--- src/rtl/refsel_pkg.sv ---
package refsel_pkg;
  typedef enum logic [1:0] {
    SRC_NONE = 2'b00,
    SRC_INT  = 2'b01,
    SRC_EXT  = 2'b10
  } src_e;

  localparam int unsigned LED_W = 3;
  // {top, middle, bottom}
  localparam logic [LED_W-1:0] LED_BOOT = 3'b110;
  localparam logic [LED_W-1:0] LED_INT  = 3'b101;
  localparam logic [LED_W-1:0] LED_EXT  = 3'b011;
  localparam logic [LED_W-1:0] LED_OFF  = 3'b000;
endpackage

--- src/rtl/refsel_sync2.sv ---
module refsel_sync2 #(
  parameter logic RST_VAL = 1'b0
) (
  input  logic clk_i,
  input  logic rst_ni,
  input  logic d_i,
  output logic q_o
);
  logic s1_q, s2_q;

  always_ff @(posedge clk_i or negedge rst_ni) begin
    if (!rst_ni) begin
      s1_q <= RST_VAL;
      s2_q <= RST_VAL;
    end else begin
      s1_q <= d_i;
      s2_q <= s1_q;
    end
  end

  assign q_o = s2_q;
endmodule

--- src/rtl/refsel_debounce.sv ---
module refsel_debounce #(
  parameter int unsigned DEB_LEN = 1024
) (
  input  logic clk_i,
  input  logic rst_ni,
  input  logic raw_i,
  output logic level_o,
  output logic valid_o
);
  localparam int unsigned CW = (DEB_LEN > 1) ? $clog2(DEB_LEN) : 1;
  localparam logic [CW-1:0] CNT_LAST = CW'(DEB_LEN - 1);

  logic          sync_s;
  logic [CW-1:0] cnt_q;
  logic          level_q, valid_q, prev_q;

  refsel_sync2 #(.RST_VAL(1'b0)) u_sync (
    .clk_i (clk_i),
    .rst_ni(rst_ni),
    .d_i   (raw_i),
    .q_o   (sync_s)
  );

  // before valid: input must hold steady for a full count; after: must differ for a full count
  always_ff @(posedge clk_i or negedge rst_ni) begin
    if (!rst_ni) begin
      cnt_q   <= '0;
      level_q <= 1'b0;
      valid_q <= 1'b0;
      prev_q  <= 1'b0;
    end else begin
      prev_q <= sync_s;
      if (valid_q && sync_s == level_q) begin
        cnt_q <= '0;
      end else if (!valid_q && sync_s != prev_q) begin
        cnt_q <= '0;
      end else if (cnt_q == CNT_LAST) begin
        cnt_q   <= '0;
        level_q <= sync_s;
        valid_q <= 1'b1;
      end else begin
        cnt_q <= cnt_q + 1'b1;
      end
    end
  end

  assign level_o = level_q;
  assign valid_o = valid_q;

  assert_accept_after_hold_R3: assert property (
    @(posedge clk_i) disable iff (!rst_ni)
    !$stable(level_q) |-> $past(cnt_q) == CNT_LAST
  );
endmodule

--- src/rtl/refsel_activity.sv ---
module refsel_activity #(
  parameter int unsigned WIN_LEN = 65535
) (
  input  logic clk_i,
  input  logic rst_ni,
  input  logic ref_i,
  output logic present_o
);
  localparam int unsigned CW = (WIN_LEN > 1) ? $clog2(WIN_LEN) : 1;
  localparam logic [CW-1:0] WIN_LAST = CW'(WIN_LEN - 1);

  logic          ref_s, prev_q, edge_s;
  logic [CW-1:0] cnt_q;
  logic          seen_q, present_q;

  refsel_sync2 #(.RST_VAL(1'b0)) u_sync (
    .clk_i (clk_i),
    .rst_ni(rst_ni),
    .d_i   (ref_i),
    .q_o   (ref_s)
  );

  assign edge_s = ref_s ^ prev_q;

  always_ff @(posedge clk_i or negedge rst_ni) begin
    if (!rst_ni) begin
      prev_q    <= 1'b0;
      cnt_q     <= '0;
      seen_q    <= 1'b0;
      present_q <= 1'b0;
    end else begin
      prev_q <= ref_s;
      if (cnt_q == WIN_LAST) begin
        cnt_q     <= '0;
        seen_q    <= 1'b0;
        present_q <= seen_q | edge_s;
      end else begin
        cnt_q  <= cnt_q + 1'b1;
        seen_q <= seen_q | edge_s;
      end
    end
  end

  assign present_o = present_q;

  assert_win_bound_R1: assert property (
    @(posedge clk_i) disable iff (!rst_ni)
    cnt_q <= WIN_LAST
  );

  assert_update_at_window_end_R1: assert property (
    @(posedge clk_i) disable iff (!rst_ni)
    !$stable(present_q) |-> $past(cnt_q) == WIN_LAST
  );
endmodule

--- src/rtl/refsel_decide.sv ---
module refsel_decide
  import refsel_pkg::*;
(
  input  logic             clk_i,
  input  logic             rst_ni,
  input  logic             sw_valid_i,
  input  logic             pref_ext_i,
  input  logic             int_present_i,
  input  logic             ext_present_i,
  output logic             pps_sel_o,
  output logic [LED_W-1:0] led_o,
  output logic             reconf_o,
  output src_e             code_o
);
  logic             armed_q, sw_q, ext_q;
  logic             pps_q, reconf_q;
  logic [LED_W-1:0] led_q;
  src_e             code_q, pick;
  logic             trig;

  assign trig = sw_valid_i && (armed_q || pref_ext_i != sw_q || ext_present_i != ext_q);

  always_comb begin
    if (pref_ext_i) begin
      if (ext_present_i)      pick = SRC_EXT;
      else if (int_present_i) pick = SRC_INT;
      else                    pick = SRC_NONE;
    end else begin
      if (int_present_i)      pick = SRC_INT;
      else if (ext_present_i) pick = SRC_EXT;
      else                    pick = SRC_NONE;
    end
  end

  always_ff @(posedge clk_i or negedge rst_ni) begin
    if (!rst_ni) begin
      armed_q  <= 1'b1;
      sw_q     <= 1'b0;
      ext_q    <= 1'b0;
      pps_q    <= 1'b1;
      led_q    <= LED_BOOT;
      reconf_q <= 1'b0;
      code_q   <= SRC_NONE;
    end else begin
      reconf_q <= trig;
      if (trig) begin
        armed_q <= 1'b0;
        sw_q    <= pref_ext_i;
        ext_q   <= ext_present_i;
        code_q  <= pick;
        unique case (pick)
          SRC_INT: begin pps_q <= 1'b1; led_q <= LED_INT; end
          SRC_EXT: begin pps_q <= 1'b0; led_q <= LED_EXT; end
          default: led_q <= LED_OFF;
        endcase
      end
    end
  end

  assign pps_sel_o = pps_q;
  assign led_o     = led_q;
  assign reconf_o  = reconf_q;
  assign code_o    = code_q;

  assert_no_change_no_decision_R9: assert property (
    @(posedge clk_i) disable iff (!rst_ni)
    (!sw_valid_i || (!armed_q && pref_ext_i == sw_q && ext_present_i == ext_q)) |=> !reconf_o
  );

  assert_int_drive_R6: assert property (
    @(posedge clk_i) disable iff (!rst_ni)
    (reconf_o && code_o == SRC_INT) |-> (pps_sel_o && led_o == LED_INT)
  );

  assert_ext_drive_R7: assert property (
    @(posedge clk_i) disable iff (!rst_ni)
    (reconf_o && code_o == SRC_EXT) |-> (!pps_sel_o && led_o == LED_EXT)
  );

  assert_none_keeps_pps_R8: assert property (
    @(posedge clk_i) disable iff (!rst_ni)
    (reconf_o && code_o == SRC_NONE) |-> (led_o == LED_OFF && $stable(pps_sel_o))
  );

  assert_power_up_state_R11: assert property (
    @(posedge clk_i) disable iff (!rst_ni)
    armed_q |-> (pps_sel_o && led_o == LED_BOOT && !reconf_o)
  );

  assert_code_legal_R12: assert property (
    @(posedge clk_i) disable iff (!rst_ni)
    code_o != 2'b11
  );
endmodule

--- src/rtl/ref_source_selector.sv ---
module ref_source_selector
  import refsel_pkg::*;
#(
  parameter int unsigned WIN_LEN = 65535,
  parameter int unsigned DEB_LEN = 1024
) (
  input  logic       clk_i,
  input  logic       rst_ni,
  input  logic       pref_ext_i,
  input  logic       int_present_i,
  input  logic       ext_ref_i,
  output logic       pps_sel_o,
  output logic [2:0] led_o,
  output logic       reconf_o,
  output logic [1:0] src_code_o
);
  logic sw_level, sw_valid, ext_present;
  src_e code;

  refsel_debounce #(.DEB_LEN(DEB_LEN)) u_deb (
    .clk_i  (clk_i),
    .rst_ni (rst_ni),
    .raw_i  (pref_ext_i),
    .level_o(sw_level),
    .valid_o(sw_valid)
  );

  refsel_activity #(.WIN_LEN(WIN_LEN)) u_act (
    .clk_i    (clk_i),
    .rst_ni   (rst_ni),
    .ref_i    (ext_ref_i),
    .present_o(ext_present)
  );

  refsel_decide u_dec (
    .clk_i        (clk_i),
    .rst_ni       (rst_ni),
    .sw_valid_i   (sw_valid),
    .pref_ext_i   (sw_level),
    .int_present_i(int_present_i),
    .ext_present_i(ext_present),
    .pps_sel_o    (pps_sel_o),
    .led_o        (led_o),
    .reconf_o     (reconf_o),
    .code_o       (code)
  );

  assign src_code_o = code;
endmodule

--- config.mk ---
export PLATFORM = sky130hd
export DESIGN_NAME = ref_source_selector
export DESIGN_NICKNAME = d
export VERILOG_FILES = /design/src/rtl/refsel_pkg.sv /design/src/rtl/refsel_sync2.sv /design/src/rtl/refsel_debounce.sv /design/src/rtl/refsel_activity.sv /design/src/rtl/refsel_decide.sv /design/src/rtl/ref_source_selector.sv
export SDC_FILE = /design/constraint.sdc
export NUM_CORES = 1
export LEC_CHECK = 0
export ABC_CLOCK_PERIOD_IN_PS = 1400
export BUFFER_PORTS_ARGS = -buffer_cell sky130_fd_sc_hd__clkbuf_2
export CAP_MARGIN = 20
export CORE_MARGIN = 1
export CORE_UTILIZATION = 44
export DETAILED_ROUTE_END_ITERATION = 10
export GPL_TIMING_DRIVEN = 0
export PLACE_DENSITY = 0.65
export SYNTH_ARGS = -nofsm -noshare
export SYNTH_HDL_FRONTEND = slang
export SYNTH_SLANG_ARGS = --single-unit
--- constraint.sdc ---
create_clock -name clk_i -period 1.4 [get_ports clk_i]
set_input_delay 0.14 -clock clk_i [delete_from_list [all_inputs] [get_ports clk_i]]
set_output_delay 0.14 -clock clk_i [all_outputs]
set_load 0.005 [all_outputs]
==> metrics.txt <==
number of synthesized flops with an enable pin=0; Bufs and invs on worst path=1; setup ws final=-25.0 ps; CTS Buf Count=5; post-route ant nets=0; Final Core Density=60.1%; ratio of cells with drive above 1 in the final layout=36.6%; total track usage=16.3%; DP Area=0.00220 mm²; synthesized net count=200; clock root cell=clkbuf_8; Antenna Diode Count=0; critical path arrival=roughly 1600 ps; Final setup viols=1; Critical Path Max Stage Delay=390 ps; Yosys top cell by area=dfrtp_1; via count=1505; worst-path cell chain=ha_2 > and4_4 > nand4_1 > buf_4 > nor2_1 > a211o_2; CTS tree=done; IO Port Bufs=11; Final Instance Area=0.00265 mm²; Reg-to-Reg End=u_deb.level_o; sequential area share after synthesis=a little under three fifths; fillers=373; Worst R2R Setup Slack=-30 ps; Highest Clock Rate=0.702 GHz; Detailed Place HPWL=roughly 2.2 mm; total gr overflow=0; Clock transition at path regs=80 ps; DRC marker count from the first detailed-route iteration=80; Post-Syn Instances=about 190; Crit Path Max Fanout=3; final wirelength=3.78 mm; vias in the first global route=between 1000 and 1500; failing checks=negative setup slack; Setup CP Type=flip-flop to flip-flop; Critical Path RT=1590 ps; synth top area cells=dfrtp_1 51%, xor2_1 7.3%, nor2_1 5.7%; Hold WC Path Type=input port to flip-flop; Seq cells post-synth=46; synthesis-to-layout area growth=29.1%; Non-Filler Instances=295; status=complete, but fails checks; worst reg2reg path depth=6; Placement Rows=24; # clock sinks=between 40 and 50; Final GP Congestion=0.742; min cycle time layout=between 1000 and 1500 ps; worst-skew pair later-pin latency=approximately 300 ps; Levels on crit path=6; leakage power=1.21 nW; Netlist cell types=39; top cell type's share of synthesized area=slightly above 50%; Die H=70.3 µm; Synth Warn #=0; DRC viols=0; Max VDD drop=between 0.4 and 0.5 mV; Worst Setup SP=u_deb.cnt_q[1]; actual slew at the worst max-slew pin=~570 ps; die area=just under 0.005 mm²; FF/Latch Area=0.00116 mm²; syn avg cell area=10.7 µm²; Starting Density=46.5%; vias per cell=5.10; startpoint types=flip-flop; PwrDens=887 mW/mm²; Final Max Slew Viols=0; Main synth FF type=dfrtp_1; DR WL/cell=12.8 µm; Hold Vio Cnt, Final=0; Placed Instances=256; area of the multi-input gates=955 µm²; clk_skew=between 8 and 9 ps; delay-heaviest family, CP=flip-flops; deepest clock path buffer count=2; largest net degree at the start of global routing=26; first-pass GRT wire length=6.35 mm; Horiz. Die Dim=70.3 µm; drt pass-1 iters=4; initial antenna violation count=0; H-tree depth=2; CP endpoint kind=flip-flop; ys async rst share=100%; Slew headroom=slightly above 60%; period utilization=102%; Worst R2R Start=u_deb.cnt_q[1]; io pins=12; max_cap viols=0; Setup crit end=u_deb.level_o; Mapped Area=0.00205 mm²; PnR Total Power=2.35 mW; CP max-delay cell=dfrtp_1; RSZ-0062 raised after global routing=yes; core footprint=0.00441 mm²; final net count=250
==> flip-flops by register name (all words and copies together), names as in the netlist <==
signal,flops
u_act.cnt_q,16
u_deb.cnt_q,10
u_dec.led_o,3
u_dec.code_o,2
u_act.present_o,1
u_act.prev_q,1
u_act.seen_q,1
u_act.u_sync.q_o,1
u_act.u_sync.s1_q,1
u_deb.level_o,1
u_deb.prev_q,1
u_deb.u_sync.q_o,1
u_deb.u_sync.s1_q,1
u_deb.valid_o,1
u_dec.armed_q,1
u_dec.ext_q,1
u_dec.pps_sel_o,1
u_dec.reconf_o,1
u_dec.sw_q,1
==> stage by stage <==
step,hold WS (ps),setup WS [ps],setup TNS (ps)
final,132,-25.0,-25.0
after global routing,140,-77.4,-689
after CTS,109,-22.5,-36.2
after detailed placement,162,-158,-1550
after global placement,252,-123,-1510
after floorplan,-156,12.3,0
==> placed cells by master, fill, tap and decap left out, drive strengths merged, types with 3 or more instances in the layout <==
| master | netlist | final |
|---|---|---|
| inv | 6 | 6 |
| o21ai | 7 | 7 |
| nor2 | 32 | 32 |
| buf | 3 | 33 |
| and4 | 6 | 6 |
| ha | 3 | 3 |
| nand2 | 17 | 17 |
| xnor2 | 5 | 5 |
| xor2 | 17 | 17 |
| dfstp | 4 | 4 |
| nand3 | 9 | 9 |
| dlygate4sd3 | 0 | 3 |
| clkbuf | 1 | 18 |
| dfrtp | 42 | 42 |
| nand4 | 8 | 8 |
==> Yosys cell counts, drive strengths merged (3+ instances only) <==
cell   number
xnor2       5
dfstp       4
nand4       8
nand3       9
inv         6
buf         3
xor2       17
and4        6
o21ai       7
nand2      17
ha          3
dfrtp      42
nor2       32
==> report_power, final <==
part           internal (mW)  total, mW  switching (mW)
Clock                  0.399      0.838           0.439
Combinational         0.0651      0.137          0.0716
Sequential              1.35       1.38          0.0213
==> layer usage <==
layer	GRT usage (%)	share of wire [%]	vias up
li1	-	-	759
met1	20.8	48	728
met2	26.2	49	13
met3	4.91	2.2	5
met4	5.33	0.90	0
met5	0	0	-
==> layout make-up <==
type                    count  area share [%]
clock buffers               7            3.26
repair buffers             44            12.3
flip-flops and latches     46            43.8
plain buffers               3            1.13
inverters                   6           0.849
multi-input cells         136            36.0
clock inverters             1           0.189
well taps                  52            2.45
==> tightest hold or removal path, cell delays in order <==
cell,delay [ps]
clkbuf_2,110
o211ai_1,120
nand2_1,60
==> repair_timing <==
action | in CTS | in global routing
gates cloned | 0 | 1
pin swaps | 4 | 20
buffers inserted | 12 | 16
hold buffers | 3 | 0
resized for setup | 15 | 24
hold endpoints to repair | 19 | 0
setup endpoints to repair | 29 | 28
==> worst min path at each step <==
stage	from	endpoint	slack, ps	depth (start not counted)
floorplan	rst_ni	u_act.cnt_q[0]	-160	0
global placement	pref_ext_i	u_deb.u_sync.s1_q	250	1
detailed placement	rst_ni	u_deb.cnt_q[5]	160	1
CTS	int_present_i	u_dec.pps_sel_o	110	3
global route	int_present_i	u_dec.pps_sel_o	140	3
finish	int_present_i	u_dec.led_o[2]	130	3
==> logic make-up (layout without fill, tap and decap cells) <==
logic type | Yosys count | in the layout | share of synthesized area [%]
compound gates | 22 | 22 | 7.86
xor+xnor | 22 | 22 | 9.38
fa+ha+maj | 3 | 3 | 1.83
buf+inv | 10 | 61 | 2.13
flops | 46 | 46 | 56.3
mux | 2 | 2 | 1.10
simple gates | 87 | 87 | 21.4
(Power assumes the default switching activity.)
